## config.mk

```make
export PLATFORM = sky130hd
export DESIGN_NAME = pci_cfg_bridge
export DESIGN_NICKNAME = d
export VERILOG_FILES = /design/src/rtl/pcicfg_pkg.sv /design/src/rtl/pcicfg_decode.sv /design/src/rtl/pcicfg_own_hdr.sv /design/src/rtl/pci_cfg_bridge.sv
export SDC_FILE = /design/constraint.sdc
export NUM_CORES = 1
export LEC_CHECK = 0
export BUFFER_PORTS_ARGS = -buffer_cell sky130_fd_sc_hd__buf_4
export CAP_MARGIN = 20
export CELL_PAD_IN_SITES_DETAIL_PLACEMENT = 0
export CELL_PAD_IN_SITES_GLOBAL_PLACEMENT = 1
export CORE_MARGIN = 2
export CORE_UTILIZATION = 42
export DETAILED_ROUTE_END_ITERATION = 10
export PLACE_DENSITY = 0.84
export SLEW_MARGIN = 40
export SYNTH_ARGS = -nofsm -noshare
export SYNTH_HDL_FRONTEND = slang
export SYNTH_HIERARCHICAL = 1
export SYNTH_SLANG_ARGS = --single-unit
```

## constraint.sdc

```tcl
create_clock -name clk -period 3.8 [get_ports clk]
set_input_delay 0.19 -clock clk [delete_from_list [all_inputs] [get_ports clk]]
set_output_delay 0.19 -clock clk [all_outputs]
set_load 0.05 [all_outputs]
```

## src/rtl/pcicfg_pkg.sv

```systemverilog
package pcicfg_pkg;
    typedef enum logic [1:0] {S_IDLE, S_FETCH, S_STORE, S_DONE} brg_state_e;
    typedef enum logic [1:0] {T_OWN, T_SLOT, T_DOWN, T_NONE} tgt_e;

    typedef struct packed {
        logic       en;
        logic [7:0] bus;
        logic [4:0] dev;
        logic [2:0] fn;
        logic [7:0] off;
    } cfg_fields_t;

    function automatic logic [31:0] size_mask(input logic [2:0] sz);
        case (sz)
            3'd1:    return 32'h0000_00FF;
            3'd2:    return 32'h0000_FFFF;
            default: return 32'hFFFF_FFFF;
        endcase
    endfunction

    function automatic logic [31:0] lane_extract(input logic [31:0] word,
                                                 input logic [1:0] lane,
                                                 input logic [2:0] sz);
        return (word >> {lane, 3'b000}) & size_mask(sz);
    endfunction

    function automatic logic [31:0] lane_merge(input logic [31:0] old,
                                               input logic [31:0] nw,
                                               input logic [1:0] lane,
                                               input logic [2:0] sz);
        logic [31:0] m;
        m = size_mask(sz) << {lane, 3'b000};
        return (old & ~m) | ((nw << {lane, 3'b000}) & m);
    endfunction
endpackage

```

## src/rtl/pcicfg_decode.sv

```systemverilog
module pcicfg_decode
    import pcicfg_pkg::*;
#(
    parameter int NSLOT     = 3,
    parameter int SLOT_BASE = 13
) (
    input  logic [31:0]      cfg_addr,
    input  logic [NSLOT-1:0] slot_fitted,
    output cfg_fields_t      fld,
    output tgt_e             tgt,
    output logic [NSLOT-1:0] slot_oh
);
    always_comb begin
        fld.en  = cfg_addr[7];
        fld.bus = cfg_addr[15:8];
        fld.fn  = cfg_addr[18:16];
        fld.dev = cfg_addr[23:19];
        fld.off = {cfg_addr[31:26], 2'b00};
    end

    for (genvar i = 0; i < NSLOT; i++) begin : g_slot
        assign slot_oh[i] = slot_fitted[i] && (fld.bus == 8'd0) &&
                            (fld.dev == 5'(SLOT_BASE + i));
    end

    always_comb begin
        if (fld.bus != 8'd0)
            tgt = T_DOWN;
        else if (fld.dev == 5'd0 && fld.fn == 3'd0)
            tgt = T_OWN;
        else if (|slot_oh)
            tgt = T_SLOT;
        else
            tgt = T_NONE;
    end
endmodule

```

## src/rtl/pcicfg_own_hdr.sv

```systemverilog
module pcicfg_own_hdr #(
    parameter logic [15:0] VENDOR    = 16'h1057,
    parameter logic [15:0] DEVICE    = 16'h0002,
    parameter logic [31:0] CLASS_REV = 32'h0600_0040,
    parameter logic [15:0] CMD_RST   = 16'h0006,
    parameter logic [15:0] STATUS    = 16'h0080,
    parameter logic [7:0]  CLS_RST   = 8'h08
) (
    input  logic        clk,
    input  logic        rst_n,
    input  logic [7:0]  off,
    input  logic        wr_en,
    input  logic [31:0] wr_word,
    output logic [31:0] rd_word
);
    localparam logic [7:0] OFF_ID    = 8'h00;
    localparam logic [7:0] OFF_CMD   = 8'h04;
    localparam logic [7:0] OFF_CLASS = 8'h08;
    localparam logic [7:0] OFF_LINE  = 8'h0C;

    logic [15:0] cmd_q;
    logic [7:0]  line_q;

    always_ff @(posedge clk or negedge rst_n) begin
        if (!rst_n) begin
            cmd_q  <= CMD_RST;
            line_q <= CLS_RST;
        end else if (wr_en) begin
            if (off == OFF_CMD)  cmd_q  <= wr_word[15:0];
            if (off == OFF_LINE) line_q <= wr_word[7:0];
        end
    end

    always_comb begin
        unique case (off)
            OFF_ID:    rd_word = {DEVICE, VENDOR};
            OFF_CMD:   rd_word = {STATUS, cmd_q};
            OFF_CLASS: rd_word = CLASS_REV;
            OFF_LINE:  rd_word = {24'h0, line_q};
            default:   rd_word = 32'h0;
        endcase
    end
endmodule

```

## src/rtl/pci_cfg_bridge.sv

```systemverilog
module pci_cfg_bridge
    import pcicfg_pkg::*;
#(
    parameter int ADDR_W    = 22,
    parameter int DATA_BASE = 32'h0020_0000,
    parameter int NSLOT     = 3,
    parameter int SLOT_BASE = 13
) (
    input  logic              clk,
    input  logic              rst_n,
    input  logic [ADDR_W-1:0] reg_addr,
    input  logic [31:0]       reg_wdata,
    input  logic [2:0]        reg_size,
    input  logic              reg_rd,
    input  logic              reg_wr,
    output logic [31:0]       reg_rdata,
    output logic              reg_ack,
    input  logic [NSLOT-1:0]  slot_fitted,
    output logic              dev_req,
    output logic              dev_we,
    output logic              dev_type1,
    output logic [NSLOT-1:0]  dev_slot,
    output logic [7:0]        dev_bus,
    output logic [4:0]        dev_dev,
    output logic [2:0]        dev_fn,
    output logic [7:0]        dev_reg,
    output logic [31:0]       dev_wdata,
    input  logic [31:0]       dev_rdata,
    input  logic              dev_ack
);
    localparam logic [ADDR_W-1:0] WIN_BASE = ADDR_W'(DATA_BASE);

    brg_state_e  state_q, state_d;
    logic [31:0] cfg_q, rdata_q, wbuf_q, own_rd, own_wr_word;
    logic [1:0]  lane_q;
    logic [2:0]  sz_q;
    logic        wr_q;
    cfg_fields_t fld;
    tgt_e        tgt;
    logic [NSLOT-1:0] slot_oh;

    logic access, is_data, live, to_dev, own_wr_en;

    pcicfg_decode #(.NSLOT(NSLOT), .SLOT_BASE(SLOT_BASE)) u_dec (
        .cfg_addr(cfg_q), .slot_fitted(slot_fitted),
        .fld(fld), .tgt(tgt), .slot_oh(slot_oh)
    );

    pcicfg_own_hdr u_hdr (
        .clk(clk), .rst_n(rst_n), .off(fld.off),
        .wr_en(own_wr_en), .wr_word(own_wr_word), .rd_word(own_rd)
    );

    assign access      = reg_rd | reg_wr;
    assign is_data     = reg_addr >= WIN_BASE;
    assign live        = access && is_data && fld.en;
    assign to_dev      = (tgt == T_SLOT) || (tgt == T_DOWN);
    assign own_wr_en   = (state_q == S_IDLE) && reg_wr && live && (tgt == T_OWN);
    assign own_wr_word = lane_merge(own_rd, reg_wdata, reg_addr[1:0], reg_size);

    // state register
    always_ff @(posedge clk or negedge rst_n) begin
        if (!rst_n) state_q <= S_IDLE;
        else        state_q <= state_d;
    end

    // next state
    always_comb begin
        state_d = state_q;
        unique case (state_q)
            S_IDLE: if (access) begin
                if (live && to_dev)
                    state_d = (reg_wr && reg_size == 3'd4) ? S_STORE : S_FETCH;
                else
                    state_d = S_DONE;
            end
            S_FETCH: if (dev_ack) state_d = wr_q ? S_STORE : S_DONE;
            S_STORE: if (dev_ack) state_d = S_DONE;
            S_DONE:  state_d = S_IDLE;
        endcase
    end

    // outputs
    always_comb begin
        dev_req   = (state_q == S_FETCH) || (state_q == S_STORE);
        dev_we    = (state_q == S_STORE);
        reg_ack   = (state_q == S_DONE);
        dev_type1 = (tgt == T_DOWN);
        dev_slot  = (tgt == T_SLOT) ? slot_oh : '0;
        dev_bus   = fld.bus;
        dev_dev   = fld.dev;
        dev_fn    = fld.fn;
        dev_reg   = fld.off;
        dev_wdata = wbuf_q;
        reg_rdata = rdata_q;
    end

    // datapath registers
    always_ff @(posedge clk or negedge rst_n) begin
        if (!rst_n) begin
            cfg_q   <= '0;
            rdata_q <= '0;
            wbuf_q  <= '0;
            lane_q  <= '0;
            sz_q    <= 3'd4;
            wr_q    <= 1'b0;
        end else begin
            if (state_q == S_IDLE && access) begin
                lane_q <= reg_addr[1:0];
                sz_q   <= reg_size;
                wr_q   <= reg_wr;
                wbuf_q <= reg_wdata;
                if (reg_wr && !is_data) cfg_q <= reg_wdata;
                if (reg_wr || !live)
                    rdata_q <= '0;
                else if (tgt == T_OWN)
                    rdata_q <= lane_extract(own_rd, reg_addr[1:0], reg_size);
                else if (tgt == T_NONE)
                    rdata_q <= lane_extract(32'hFFFF_FFFF, reg_addr[1:0], reg_size);
                else
                    rdata_q <= '0;
            end
            if (state_q == S_FETCH && dev_ack) begin
                if (wr_q) wbuf_q  <= lane_merge(dev_rdata, wbuf_q, lane_q, sz_q);
                else      rdata_q <= lane_extract(dev_rdata, lane_q, sz_q);
            end
        end
    end

    // a disabled data access never reaches a device
    a_r3_disabled_no_req: assert property (@(posedge clk) disable iff (!rst_n)
        (state_q == S_IDLE && access && is_data && !cfg_q[7]) |=> !dev_req);

    // request held stable until acknowledged
    a_r11_req_hold: assert property (@(posedge clk) disable iff (!rst_n)
        (dev_req && !dev_ack) |=> (dev_req && $stable(dev_we) && $stable(dev_reg)
                                   && $stable(dev_wdata)));

    // completion is a single-cycle pulse
    a_r11_ack_pulse: assert property (@(posedge clk) disable iff (!rst_n)
        reg_ack |=> !reg_ack);

    // a write that starts without a fetch is a full-word write
    a_r8_full_no_fetch: assert property (@(posedge clk) disable iff (!rst_n)
        ($rose(dev_req) && dev_we) |-> (sz_q == 3'd4));

    // type follows the bus number
    a_r4_type_by_bus: assert property (@(posedge clk) disable iff (!rst_n)
        dev_req |-> (dev_type1 == (dev_bus != 8'd0)));

    // type 0 requests select exactly one slot
    a_r6_slot_onehot: assert property (@(posedge clk) disable iff (!rst_n)
        (dev_req && !dev_type1) |-> ($countones(dev_slot) == 1));
endmodule

```

==> reports/metrics.cfg <==
[outcome]
status=finished clean

[floorplan]
die_x_um=141
die_area_sq_um=19900
core-area_sq_um=18600
die_y_um=141
ioPinCount=192
start_util_pct=42.4
rows=50

[global_routing]
grt-ovfl-total=0
antenna_found_initial=0
grt_max_degree=78
grt_pass1_vias=6744
grt_pass1_wl_um=39400
grt_usage_pct=26.1

[power_and_ir_drop]
p_sw_mw=4.30
pwr-share-clk_pct=19.1
leakage_nw=4.41
combPwrFrac_pct=53.5
peakVddDrop_mv=0.409
sw_frac_of_total_pct=49.8
p_int_mw=4.34
power.density_nw_per_um2=899
pwr-share-seq_pct=27.4

[worst_setup_path]
cp_max_fo=8
crit_path_start_kind=flip-flop
crit_type=reg2reg
end_kind=flip-flop
crit_arrival_ns=3.52
cpPeakStageDelay_ns=0.45
crit_chain=nor4_2 -> nand2_1 -> a41o_1 -> inv_1 -> ha_1 -> nand3_1 -> nor2_1 -> and2_1 -> and4_1 -> mux2_2
cp_slowest_cell=and4_1
cp.required_ns=4.11

[sta]
rsz0062_at_grt=false
relSlewSlack_pct=46.2
final_max_slew_viol_count=0
skew_ns=0.00871
tightest_slew_ns=0.807
finalSetupTns_ns=0
hold_viol=0
fin_crit_sh_pct=84.4
layout_setup_ws_ns=0.591
period_needed_ns=3.21
setup_violations=0
max_clock_freq_mhz=312

[placement]
place_congestion=0.891
portBuffers=170
dp_hpwl_um=19400
dp_worst_setup_slack_ns=0.665

[worst_hold_path]
hp-class=in2reg

[cts]
cts.sinks=119
clkLatencyLatePin_ns=0.42
cts_resized=0
numCtsBuffers=17
cts_tree=yes
clockBufferDepth=2
clk_pin_slew_ns=0.06
cts_root_buf=clkbuf_16
htree_levels=4

[logic_synthesis]
synth_area_per_cell_sq_um=9.36
yosysWarnings=6
syn_inst=842
synth_area_sq_um=7890

[routing]
drc=0
num_vias=7000
ant_nets=0
wl_per_cell_um=21.5
drt_pass1_iterations=5
vias_per_cell=5.82
drtIter0Drc=714
routed_wl_um=25900

[final_layout]
diodes=0
layout-drive-gt1-share_pct=31.0
area_growth_pct=21.9
final_nets=1061
fillers=1744

[flow_run]
maxCapViolCount=0

power by group through the flow:
stage	sequential, mW	clock (mW)	combinational (mW)
floorplan	3.11	0	2.67
global placement	2.36	0	4.56
detailed placement	2.37	0	4.61
CTS	2.35	1.66	4.63
global route	2.44	1.73	4.91
finish	2.37	1.65	4.63
worst max-delay path, delay by kind of cell, from the launching register on:
kind | cells | cell delay, ns
AOI/OAI and AO/OA | 1 | 0.34
adders and majority gates | 1 | 0.19
buffers and inverters | 1 | 0.09
DFF | 1 | 0.40
muxes | 1 | 0.39
and+or+nand+nor | 6 | 1.67
final timing paths:
kind                                 start               to  slack (ns)  cells past startpoint
max                               cfg_q[9]  u_hdr/line_q[6]        0.59                     10
min                            reg_size[1]          sz_q[1]        0.01                      3
max reg2reg                       cfg_q[9]  u_hdr/line_q[6]        0.59                     10
min reg2reg                u_hdr/cmd_q[10]  u_hdr/cmd_q[10]        0.50                      1
max in group asynchronous            rst_n     dev_wdata[3]        2.54                      3
min in group asynchronous            rst_n    reg_rdata[11]        0.36                      2
metal layers:
metal  up-vias  share of wire (%)  routed length (um)  global-route usage, %
met2       295                 46               11900                   40.6
met5         -                  0                   0                      0
met4         0                3.6                 940                   10.8
li1       3214                  -                   -                      -
met3        58                6.5                1670                   6.22
met1      3433                 44               11300                   35.2
area by class of cell:
type | instances | area [sq um] | share of cell area (%)
Multi-Input combinational cell | 622 | 4290 | 44.6
Sequential cell | 119 | 2990 | 31.1
Timing Repair Buffer | 187 | 1420 | 14.7
Clock buffer | 19 | 443 | 4.61
Tap cell | 234 | 293 | 3.05
Clock inverter | 13 | 155 | 1.61
Inverter | 9 | 33.8 | 0.351
layout by cell type, fill, tap and decap left out, drive strengths merged, types with 3 or more instances in the layout:
| cell type | n |
|---|---|
| clkbuf | 19 |
| nand2 | 80 |
| conb | 14 |
| dfrtp | 115 |
| o22ai | 20 |
| or2 | 4 |
| o211ai | 12 |
| mux2i | 68 |
| clkinvlp | 3 |
| nor2b | 15 |
| dfstp | 4 |
| a22oi | 4 |
| nor3 | 3 |
| a221oi | 12 |
| a211oi | 5 |
| a21boi | 8 |
| nand2b | 9 |
| and2 | 11 |
| a21oi | 65 |
| buf | 183 |
| mux2 | 63 |
| o21a | 3 |
| ha | 8 |
| bufinv | 3 |
| a31oi | 5 |
| inv | 10 |
| o31ai | 5 |
| nor2 | 89 |
| a221o | 8 |
| o21ai | 42 |
| dlygate4sd3 | 4 |
| nor4 | 6 |
| a32oi | 16 |
| a211o | 8 |
| clkinv | 6 |
| nand3 | 19 |
timing repair:
item                                   CTS  global route
hold buffers                             4             0
endpoints found under the hold margin   74             0
setup buffers                            0             0
through the flow:
step	instance area [sq um]	power, mW	util [%]	hold WS [ns]	cells
final	9610	8.65	51.7	0.0136	1203
after detailed placement	8970	6.97	48.3	0.279	1167
after global routing	9610	9.08	51.7	0.00145	1203
after CTS	9610	8.64	51.7	0.00236	1203
after global placement	8970	6.92	48.3	0.425	1167
after floorplan	7930	5.78	-	-0.106	854
(Power assumes the default switching activity.)
